**config.mk**
```make
export PLATFORM = sky130hd
export DESIGN_NAME = dfl_walker
export DESIGN_NICKNAME = d
export VERILOG_FILES = /design/src/rtl/dfl_walk_pkg.sv /design/src/rtl/dfl_lim_cnt.sv /design/src/rtl/dfl_rd_addr.sv /design/src/rtl/dfl_loc_resolve.sv /design/src/rtl/dfl_walker.sv
export SDC_FILE = /design/constraint.sdc
export NUM_CORES = 1
export LEC_CHECK = 0
export ABC_AREA = 1
export BUFFER_PORTS_ARGS = -buffer_cell sky130_fd_sc_hd__buf_4
export CORE_MARGIN = 2
export CORE_UTILIZATION = 35
export DETAILED_ROUTE_END_ITERATION = 16
export PLACE_DENSITY_LB_ADDON = 0.05
export SLEW_MARGIN = 20
export SYNTH_ARGS = -nofsm -noshare
export SYNTH_HDL_FRONTEND = slang
export SYNTH_SLANG_ARGS = --single-unit
```
**constraint.sdc**
```tcl
create_clock -name clk_i -period 2.6 [get_ports clk_i]
set_input_delay 0.39 -clock clk_i [delete_from_list [all_inputs] [get_ports clk_i]]
set_output_delay 0.39 -clock clk_i [all_outputs]
set_load 0.01 [all_outputs]
```
**src/rtl/dfl_walk_pkg.sv**
```systemverilog
package dfl_walk_pkg;
  typedef struct packed {
    logic [3:0]  ftype;
    logic [7:0]  ver;
    logic        eol;
    logic [23:0] next;
    logic [3:0]  rev;
    logic [11:0] id;
  } hdr_t;

  typedef enum logic [3:0] {
    S_IDLE, S_REQ, S_WAIT, S_DEC, S_FOUT, S_NEXT, S_POUT, S_PNXT, S_FIN
  } st_t;

  // value times 8 is the byte offset from the header, except W_PRM
  typedef enum logic [2:0] {
    W_HDR = 3'd0, W_GLO = 3'd1, W_GHI = 3'd2, W_LOC = 3'd3, W_SZ = 3'd4, W_PRM = 3'd5
  } wsel_t;
endpackage

```
**src/rtl/dfl_lim_cnt.sv**
```systemverilog
module dfl_lim_cnt #(
  parameter int MAX = 256
) (
  input  logic clk_i,
  input  logic rst_ni,
  input  logic clr_i,
  input  logic inc_i,
  output logic hit_o
);
  localparam int W = $clog2(MAX + 1);
  logic [W-1:0] cnt_q;

  always_ff @(posedge clk_i or negedge rst_ni) begin
    if (!rst_ni)                cnt_q <= '0;
    else if (clr_i)             cnt_q <= '0;
    else if (inc_i && !hit_o)   cnt_q <= cnt_q + W'(1);
  end

  assign hit_o = (cnt_q == W'(MAX));
endmodule

```
**src/rtl/dfl_rd_addr.sv**
```systemverilog
module dfl_rd_addr import dfl_walk_pkg::*; #(
  parameter int AW = 32
) (
  input  wsel_t          sel_i,
  input  logic [AW-1:0]  hdr_addr_i,
  input  logic [AW-1:0]  prm_addr_i,
  output logic [AW-1:0]  addr_o
);
  always_comb begin
    if (sel_i == W_PRM) addr_o = prm_addr_i;
    else                addr_o = hdr_addr_i + AW'({sel_i, 3'b000});
  end
endmodule

```
**src/rtl/dfl_loc_resolve.sv**
```systemverilog
module dfl_loc_resolve #(
  parameter int AW = 32
) (
  input  logic [AW-1:0] hdr_addr_i,
  input  logic [7:0]    ver_i,
  input  logic [AW-1:0] loc_i,
  output logic [AW-1:0] regs_o
);
  logic [AW-1:0] loc_even;
  assign loc_even = {loc_i[AW-1:1], 1'b0};

  always_comb begin
    unique case (ver_i)
      8'd0:    regs_o = hdr_addr_i + AW'(8);
      8'd1:    regs_o = loc_i[0] ? hdr_addr_i + loc_even : loc_even;
      default: regs_o = '0;
    endcase
  end
endmodule

```
**src/rtl/dfl_walker.sv**
```systemverilog
module dfl_walker import dfl_walk_pkg::*; #(
  parameter int AW       = 32,
  parameter int MAX_FEAT = 256,
  parameter int MAX_PRM  = 64
) (
  input  logic           clk_i,
  input  logic           rst_ni,
  input  logic           start_i,
  input  logic [AW-1:0]  base_addr_i,
  output logic           busy_o,
  output logic           done_o,
  output logic           err_lim_o,
  output logic           rd_req_o,
  output logic [AW-1:0]  rd_addr_o,
  input  logic           rd_rvalid_i,
  input  logic [63:0]    rd_rdata_i,
  output logic           feat_valid_o,
  input  logic           feat_ready_i,
  output logic [3:0]     feat_type_o,
  output logic [7:0]     feat_ver_o,
  output logic [3:0]     feat_rev_o,
  output logic [11:0]    feat_id_o,
  output logic           feat_bad_o,
  output logic [127:0]   feat_guid_o,
  output logic [AW-1:0]  feat_regs_o,
  output logic [31:0]    feat_size_o,
  output logic [14:0]    feat_group_o,
  output logic [15:0]    feat_inst_o,
  output logic           prm_valid_o,
  input  logic           prm_ready_i,
  output logic [15:0]    prm_id_o,
  output logic [15:0]    prm_ver_o,
  output logic [AW-1:0]  prm_addr_o
);
  st_t           st_q;
  wsel_t         sel_q;
  hdr_t          hdr_q;
  logic [AW-1:0] cur_q, pa_q, loc_q;
  logic [63:0]   glo_q, ghi_q, sz_q, prm_q;
  logic          lim_q;
  logic          feat_acc, prm_acc, f_hit, p_hit, bad_ver;

  assign feat_acc = (st_q == S_FOUT) && feat_ready_i;
  assign prm_acc  = (st_q == S_POUT) && prm_ready_i;
  assign bad_ver  = (hdr_q.ver > 8'd1);

  dfl_lim_cnt #(.MAX(MAX_FEAT)) u_fcnt (
    .clk_i, .rst_ni,
    .clr_i ((st_q == S_IDLE) && start_i),
    .inc_i (feat_acc),
    .hit_o (f_hit)
  );

  dfl_lim_cnt #(.MAX(MAX_PRM)) u_pcnt (
    .clk_i, .rst_ni,
    .clr_i (feat_acc),
    .inc_i (prm_acc),
    .hit_o (p_hit)
  );

  dfl_rd_addr #(.AW(AW)) u_addr (
    .sel_i      (sel_q),
    .hdr_addr_i (cur_q),
    .prm_addr_i (pa_q),
    .addr_o     (rd_addr_o)
  );

  dfl_loc_resolve #(.AW(AW)) u_loc (
    .hdr_addr_i (cur_q),
    .ver_i      (hdr_q.ver),
    .loc_i      (loc_q),
    .regs_o     (feat_regs_o)
  );

  always_ff @(posedge clk_i or negedge rst_ni) begin
    if (!rst_ni) begin
      st_q  <= S_IDLE;
      sel_q <= W_HDR;
      hdr_q <= '0;
      cur_q <= '0;
      pa_q  <= '0;
      loc_q <= '0;
      glo_q <= '0;
      ghi_q <= '0;
      sz_q  <= '0;
      prm_q <= '0;
      lim_q <= 1'b0;
    end else begin
      unique case (st_q)
        S_IDLE: if (start_i) begin
          cur_q <= base_addr_i;
          sel_q <= W_HDR;
          lim_q <= 1'b0;
          st_q  <= S_REQ;
        end
        S_REQ: st_q <= S_WAIT;
        S_WAIT: if (rd_rvalid_i) begin
          unique case (sel_q)
            W_HDR: begin
              hdr_q <= hdr_t'({rd_rdata_i[63:52], rd_rdata_i[40:0]});
              glo_q <= '0;
              ghi_q <= '0;
              loc_q <= '0;
              sz_q  <= '0;
              st_q  <= S_DEC;
            end
            W_GLO: begin glo_q <= rd_rdata_i; sel_q <= W_GHI; st_q <= S_REQ; end
            W_GHI: begin ghi_q <= rd_rdata_i; sel_q <= W_LOC; st_q <= S_REQ; end
            W_LOC: begin loc_q <= rd_rdata_i[AW-1:0]; sel_q <= W_SZ; st_q <= S_REQ; end
            W_SZ:  begin sz_q <= rd_rdata_i; st_q <= S_FOUT; end
            default: begin prm_q <= rd_rdata_i; st_q <= S_POUT; end
          endcase
        end
        S_DEC: begin
          if (hdr_q.ver == 8'd1) begin
            sel_q <= W_GLO;
            st_q  <= S_REQ;
          end else begin
            st_q  <= S_FOUT;
          end
        end
        S_FOUT: if (feat_ready_i) begin
          if (bad_ver) st_q <= S_FIN;
          else if (hdr_q.ver == 8'd1 && sz_q[31]) begin
            pa_q  <= cur_q + AW'(40);
            sel_q <= W_PRM;
            st_q  <= S_REQ;
          end else st_q <= S_NEXT;
        end
        S_NEXT: begin
          if (hdr_q.eol) st_q <= S_FIN;
          else if (f_hit) begin
            lim_q <= 1'b1;
            st_q  <= S_FIN;
          end else begin
            cur_q <= cur_q + AW'(hdr_q.next);
            sel_q <= W_HDR;
            st_q  <= S_REQ;
          end
        end
        S_POUT: if (prm_ready_i) st_q <= S_PNXT;
        S_PNXT: begin
          if (prm_q[63:32] == 32'd0) st_q <= S_NEXT;
          else if (p_hit) begin
            lim_q <= 1'b1;
            st_q  <= S_FIN;
          end else begin
            pa_q <= pa_q + AW'(prm_q[63:32]);
            st_q <= S_REQ;
          end
        end
        S_FIN:   st_q <= S_IDLE;
        default: st_q <= S_IDLE;
      endcase
    end
  end

  assign busy_o       = (st_q != S_IDLE) && (st_q != S_FIN);
  assign done_o       = (st_q == S_FIN);
  assign err_lim_o    = lim_q;
  assign rd_req_o     = (st_q == S_REQ);
  assign feat_valid_o = (st_q == S_FOUT);
  assign feat_type_o  = hdr_q.ftype;
  assign feat_ver_o   = hdr_q.ver;
  assign feat_rev_o   = hdr_q.rev;
  assign feat_id_o    = hdr_q.id;
  assign feat_bad_o   = bad_ver;
  assign feat_guid_o  = {ghi_q, glo_q};
  assign feat_size_o  = sz_q[63:32];
  assign feat_group_o = sz_q[30:16];
  assign feat_inst_o  = sz_q[15:0];
  assign prm_valid_o  = (st_q == S_POUT);
  assign prm_id_o     = prm_q[15:0];
  assign prm_ver_o    = prm_q[31:16];
  assign prm_addr_o   = pa_q;

  // a request is never repeated back to back, and only one channel is active at a time
  p_one_rd_r12: assert property (@(posedge clk_i) disable iff (!rst_ni)
    rd_req_o |=> !rd_req_o);
  p_excl_r12: assert property (@(posedge clk_i) disable iff (!rst_ni)
    $onehot0({rd_req_o, feat_valid_o, prm_valid_o}));
  p_feat_hold_r11: assert property (@(posedge clk_i) disable iff (!rst_ni)
    feat_valid_o && !feat_ready_i |=> feat_valid_o && $stable(feat_id_o)
      && $stable(feat_regs_o) && $stable(feat_guid_o) && $stable(feat_size_o));
  p_prm_hold_r11: assert property (@(posedge clk_i) disable iff (!rst_ni)
    prm_valid_o && !prm_ready_i |=> prm_valid_o && $stable(prm_addr_o) && $stable(prm_id_o));
  p_done_pulse_r2: assert property (@(posedge clk_i) disable iff (!rst_ni)
    done_o |=> !done_o);
  p_done_idle_r2: assert property (@(posedge clk_i) disable iff (!rst_ni)
    done_o |-> !busy_o);
  p_bad_end_r8: assert property (@(posedge clk_i) disable iff (!rst_ni)
    feat_valid_o && feat_ready_i && feat_bad_o |=> done_o);
  p_lim_end_r9: assert property (@(posedge clk_i) disable iff (!rst_ni)
    $rose(err_lim_o) |-> done_o);
endmodule

```
==> summary.txt, run 1 <==
Outcome
  • Status: complete, but fails checks
  • Failing checks: setup timing

Timing
  • Final Slew Violations: 0
  • Final hold vios: 0
  • Max Clk Rate: roughly 300 MHz
  • Worst Skew: 0.0211 ns
  • Worst rel slew slack: 0.383
  • Slew @ Worst Pin: approximately 0.93 ns
  • Hold_ws: between 0.03 and 0.04 ns
  • RSZ-0062 raised after global routing: true
  • Final period util: 1.26
  • Tmin final: 3.29 ns
  • Fin worst setup slack: -0.687 ns
  • # setup viols final: 55

Global routing
  • M1 GR Usage: 0.396
  • Met2 Usage GRT: 0.459
  • Total Routing Usage GR: 0.284
  • GRT Residual Overflow: 0
  • First-pass GRT wire length: 173 mm
  • Vias in the first global route: 26,000
  • Initial antenna violation count: 5
  • Met3 Resource Use GR: 0.0433
  • Most Crowded Layer GR: met2
  • Pin count of the biggest net entering global routing: 79

Synthesis
  • Synthesized flop and latch total: between 400 and 500
  • YS warnings: 0
  • Fraction of registers with async set or reset after synthesis: 1.00
  • Number of flops mapped to enable cells by yosys: 0
  • Dominant cell type by area after synthesis: dfrtp_1
  • Seq/Total Area, Yosys: 0.389
  • Synth Area per Inst: 6.98 um^2
  • Count leader, synth: nand2_1
  • Mapped Area: 27,600 um^2
  • Synth top area share: 0.389
  • Cell variety after synth: 55
  • Synth Net Count: around 4,200
  • Primary FF master, synth: dfrtp_1
  • Area contributors post-synth: dfrtp_1, nand2_1, inv_1
  • Synth top cells by count: nand2_1, inv_1, dfrtp_1, nor2_1, nand3_1
  • Post-Syn Instances: ~4,000

Setup path
  • CP Capture Type: output pin
  • Critical-path maximum fanout: 3
  • Type of origin of the critical path: flip-flop
  • Crit path arrival time: 2.90 ns
  • CP Class: reg -> out
  • Worst Path Required: 2.21 ns

Routing
  • Routed vias: 27,000
  • DRT Pass-1 Iters: 5
  • WL/cell: about 21 um
  • Post-DRT Antenna Nets: 0
  • Detailed Route WL: 118 mm
  • Vias per inst: 4.90
  • Drt drc: 0
  • Initial DRC count: 1,715

Power and ir drop
  • Pwr dens: 1220 nW/um^2
  • Worst IR Drop VDD: slightly above 0.0007 V
  • LEAKAGE: 18.8 nW

Clocking
  • CTS Buf Count: 52
  • Clock slew at reported path FFs: approximately 0.060 ns
  • Worst-Skew Late Latency: around 0.63 ns
  • Root Buffer: clkbuf_16
  • Sink Count: ~430
  • CTS tree: yes
  • H-Tree Level Count: 2
  • Max clock buf depth: 3

Finish
  • Layout cells sized above 1: 0.257
  • ANT cells: 0
  • Nets@finish: between 4,000 and 5,000
  • Design Area, Final: 36,500 um^2
  • Layout area overhead: 32.4%

Flow run
  • Max-cap check violation count: 0

Placed design
  • Post-DP HPWL: 91.9 mm
  • Number of port buffers: 455
  • Placed standard-cell area: 32,400 um^2
  • Placer Congestion: 0.974

Floorplan
  • Initial Util: 0.355
  • # IOs: 456
  • Die Wd: 285 um
  • Core Footprint: 77,700 um^2
  • Die Y: roughly 280 um
  • Total die area: between 80,000 and 90,000 um^2
  • # rows: 102

Hold path
  • Worst min path class: in -> reg
[final timing paths]
path                                      from             to  slack (ns)  cells after the start
worst max-delay path                  sel_q[0]  rd_addr_o[15]       -0.69                     13
worst min-delay path            rd_rdata_i[59]      ghi_q[59]        0.03                      3
worst max register to register       cur_q[10]      cur_q[20]        0.16                     13
worst min register to register       prm_q[15]      prm_q[15]        0.48                      2
max in group asynchronous               rst_ni      glo_q[49]        1.40                      3
min in group asynchronous               rst_ni      loc_q[16]        0.33                      2
[repair_timing]
item | 4_1_cts | 5_1_grt
gates cloned | 2 | 0
hold endpoints to repair | 41 | 0
hold buffers | 1 | 0
setup endpoints to repair | 64 | 80
pin swaps | 64 | 65
resized for setup | 325 | 158
setup buffers | 39 | 31
[cell families after synthesis]
family / synth area share
buffers and inverters: 0.143
XOR/XNOR: 0.0162
adder cells (fa/ha/maj): 0.0451
AND/OR/NAND/NOR: 0.269
AO/OA/AOI/OAI: 0.137
flip-flops: 0.389
[sequential cells by signal, indices dropped and copies added, names as in the netlist]
| name | count |
|---|---|
| cur_q | 32 |
| err_lim_o | 1 |
| feat_id_o | 12 |
| feat_rev_o | 4 |
| feat_type_o | 4 |
| feat_ver_o | 8 |
| ghi_q | 64 |
| glo_q | 64 |
| hdr_q | 25 |
| loc_q | 32 |
| prm_addr_o | 32 |
| prm_q | 64 |
| sel_q | 3 |
| st_q | 4 |
| sz_q | 64 |
| u_fcnt.cnt_q | 9 |
| u_pcnt.cnt_q | 7 |
[final cells by class]
class,count,area [um^2]
clock inverters,14,229
fillers,8160,41200
multi-input cells,2631,14500
well taps,1040,1300
repair buffers,701,5850
clock buffers,72,1480
flip-flops and latches,429,10800
inverters,628,2390
[through the flow]
step / TNS (ns) / cells / setup slack [ns] / util / power [mW]
floorplan: 0 / 3951 / 0.0891 / - / 24.3
global placement: -0.609 / 5366 / -0.163 / 0.417 / 33.7
detailed placement: -0.788 / 5366 / -0.159 / 0.417 / 33.8
CTS: -24.13 / 5489 / -0.668 / 0.460 / 43.5
global route: -30.06 / 5515 / -0.781 / 0.470 / 47.6
finish: -24.09 / 5515 / -0.687 / 0.470 / 44.5
[worst max-delay path, cell delays in order (launching register included)]
cell and delay, ns:
dfrtp_1 0.36, ha_2 0.19, inv_2 0.04, fa_2 0.33
inv_2 0.08, nand2_4 0.05, a21oi_4 0.21, nand2_4 0.09
nor3_4 0.29, buf_4 0.16, xor2_1 0.13, nand2_1 0.12
nand2_1 0.09, buf_4 0.12
[where the power goes]
group / internal [mW] / switching (mW) / total [mW]
registers: 9.24 / 2.53 / 11.8
logic: 10.3 / 15.0 / 25.3
clock network: 4.35 / 3.14 / 7.49
total: 23.9 / 20.7 / 44.5
[per-layer routing]
| metal | vias to the layer above | share of wire |
|---|---|---|
| met5 | - | 0.00023 |
| met4 | 4 | 0.029 |
| met3 | 131 | 0.054 |
| met2 | 689 | 0.46 |
| met1 | 12800 | 0.45 |
| li1 | 13400 | - |
[cells in the final DEF (no fill, tap or decap), drive strengths merged, types with 8 or more instances in the layout]
master,n
nand2,1172
buf,699
inv,625
dfrtp,429
o21ai,344
nor2,324
nand3,211
a21oi,162
o22ai,137
ha,93
clkbuf,72
xor2,45
nor3,36
nand4,21
o211ai,12
nand3b,9
o21bai,8
clkinv,8
(Power assumes the default switching activity.)
==> run 2, diff against run 1 <==
--- a/config.mk
+++ b/config.mk
@@ -7,8 +7,10 @@
 export LEC_CHECK = 0
 export ABC_AREA = 1
 export BUFFER_PORTS_ARGS = -buffer_cell sky130_fd_sc_hd__buf_4
+export CAP_MARGIN = 20
 export CORE_MARGIN = 2
 export CORE_UTILIZATION = 35
+export CTS_BUF_LIST = sky130_fd_sc_hd__clkbuf_8 sky130_fd_sc_hd__clkbuf_16
 export DETAILED_ROUTE_END_ITERATION = 16
 export PLACE_DENSITY_LB_ADDON = 0.05
 export SLEW_MARGIN = 20
==> summary.txt, run 2 (synthesized netlist as in run 1, its figures left out) <==
Power and ir drop
  • Pwr dens: 1220 nW/um^2
  • Sw Share: 0.465
  • Worst IR Drop VDD: 0.000708 V
  • Clock group share of total power: 0.167
  • Post-layout power: 44.5 mW
  • Net Switching: about 21 mW
  • Share of total power in combinational logic: 0.568
  • Reg power frac: 0.264
  • Internal power: 23.8 mW
  • LEAKAGE: 18.8 nW

Floorplan
  • Total die area: 81,100 um^2
  • Die Wd: 285 um
  • # rows: 102
  • Die Y: between 200 and 300 um
  • Core Footprint: 77,700 um^2
  • Initial Util: 0.355
  • # IOs: 456

Global routing
  • GRT Residual Overflow: 0
  • Initial antenna violation count: 5
  • First-pass GRT wire length: 173 mm
  • Met3 Resource Use GR: 0.0433
  • Met2 Usage GRT: 0.459
  • Total Routing Usage GR: 0.284
  • Vias in the first global route: 26,000
  • M1 GR Usage: 0.396
  • Most Crowded Layer GR: met2
  • Pin count of the biggest net entering global routing: 79

Routing
  • WL/cell: 21.5 um
  • Drt drc: 0
  • Post-DRT Antenna Nets: 0
  • Initial DRC count: around 1,700
  • Vias per inst: 4.89
  • Detailed Route WL: about 120 mm
  • DRT Pass-1 Iters: 5
  • Routed vias: between 20,000 and 30,000

Outcome
  • Failing checks: setup timing
  • Status: complete, but fails checks

Timing
  • Fin worst setup slack: -0.684 ns
  • Hold_ws: 0.0302 ns
  • RSZ-0062 raised after global routing: true
  • # setup viols final: 55
  • Slew @ Worst Pin: around 0.93 ns
  • Final period util: 1.26
  • Max Clk Rate: approximately 300 MHz
  • Final Slew Violations: 0
  • Worst Skew: 0.0206 ns
  • Worst rel slew slack: 0.377
  • Tmin final: 3.28 ns
  • Final hold vios: 0

Setup path
  • Type of origin of the critical path: flip-flop
  • CP Capture Type: output pin
  • Crit path depth: 13
  • Worst Path Required: about 2.2 ns
  • Crit-path max cell delay: 0.36 ns
  • Top cell family by delay on the critical path: simple AND/OR/NAND/NOR gates
  • R2R depth: 13
  • End of the worst register-to-register path: cur_q[20]
  • Crit path arrival time: 2.89 ns
  • Slowest-stage cell, CP: dfrtp_1
  • Critical-path cell list: ha_2 > inv_2 > fa_2 > inv_2 > nand2_4 > a21oi_4 > nand2_4 > nor3_4 > buf_4 > xor2_1 > nand2_1 > nand2_1 > buf_4
  • CP Class: reg -> out
  • FF-to-FF setup slack: 0.16 ns
  • Critical-path maximum fanout: 3
  • Worst path bufs/invs: 4
  • Reg-to-reg critical path startpoint: cur_q[10]

Clocking
  • CTS tree: yes
  • Root Buffer: clkbuf_16
  • H-Tree Level Count: 2
  • Max clock buf depth: 3
  • CTS Buf Count: 52
  • Sink Count: between 400 and 500
  • Clock slew at reported path FFs: about 0.060 ns
  • Worst-Skew Late Latency: between 0.6 and 0.7 ns

Flow run
  • Max-cap check violation count: 0

Placed design
  • Post-DP HPWL: 91.9 mm
  • Total placed cells including tap cells: 5,366
  • Number of port buffers: 455
  • Placer Congestion: 0.974
  • Dpl ws: -0.159 ns

Hold path
  • Hold Path Sink: ghi_q[48]
  • Hold path cells: 3
  • Worst min path class: in -> reg
  • Hold path startpoint: rd_rdata_i[48]

Finish
  • Fin util: 0.470
  • Layout Cells excl Fill: 5,516
  • Commonest non-fill, non-tap cell in the layout: nand2_1
  • Layout cells sized above 1: 0.257
  • Layout area overhead: 32.4%
  • Commonest cells after routing, fill and taps aside: nand2_1, buf_4, inv_1, dfrtp_1, nor2_1
  • Nets@finish: 4,642
==> run 2: power groups by stage <==
stage                     clock (mW)  sequential [mW]  combinational (mW)
final                           7.45             11.8                25.3
after global routing            7.87             12.1                27.6
after CTS                       7.62             11.8                24.1
after detailed placement           0             11.6                22.2
after global placement             0             11.6                22.1
after floorplan                    0             11.1                13.2
==> run 2: through the flow <==
step	cell area [um^2]	setup TNS, ns
final	36500	-23.93
after CTS	35700	-24.13
after detailed placement	32400	-0.788
after global routing	36500	-30.06
after global placement	32400	-0.609
after floorplan	27600	0
==> run 2: worst max-delay path by stage <==
stage / startpoint / to / slack [ns]
after global placement: sel_q[0] / rd_addr_o[29] / -0.16
after global routing: sel_q[0] / rd_addr_o[23] / -0.78
after detailed placement: sel_q[0] / rd_addr_o[29] / -0.16
after CTS: cur_q[3] / rd_addr_o[23] / -0.67
after floorplan: cur_q[3] / rd_addr_o[23] / 0.09
final: sel_q[0] / rd_addr_o[15] / -0.68
==> run 2: metal layers <==
layer  wire, um  vias to the layer above
met5         27                        -
met1      53700                    12800
met4       3500                        4
met3       6420                      133
li1           -                    13400
met2      54800                      673
==> run 2: what timing repair did <==
action / 4_1_cts / 5_1_grt
hold endpoints to repair: 41 / 0
cloned: 2 / 0
setup endpoints to repair: 64 / 80
hold buffers: 1 / 0
gates resized for setup: 325 / 158
buffers inserted: 39 / 31
pin swaps: 64 / 65
==> run 2: worst reg2reg max path, stage by stage, from the launching register on <==
cell      delay, ns
dfrtp_2        0.45
buf_4          0.15
buf_4          0.15
buf_4          0.15
ha_2           0.36
nand2_1        0.08
o21bai_1       0.29
inv_1          0.09
nand3_2        0.14
nand2_1        0.08
nand3_1        0.08
nand3_1        0.13
nand2_1        0.10
o21ai_1        0.06
==> run 2: final cells by class <==
| type | instances | area (um^2) |
|---|---|---|
| Timing Repair Buffer | 701 | 5850 |
| Clock buffer | 61 | 1440 |
| Fill cell | 8159 | 41200 |
| Multi-Input combinational cell | 2631 | 14500 |
| Tap cell | 1040 | 1300 |
| Inverter | 628 | 2390 |
| Sequential cell | 429 | 10800 |
| Clock inverter | 25 | 270 |
| Antenna cell | 1 | 2.50 |
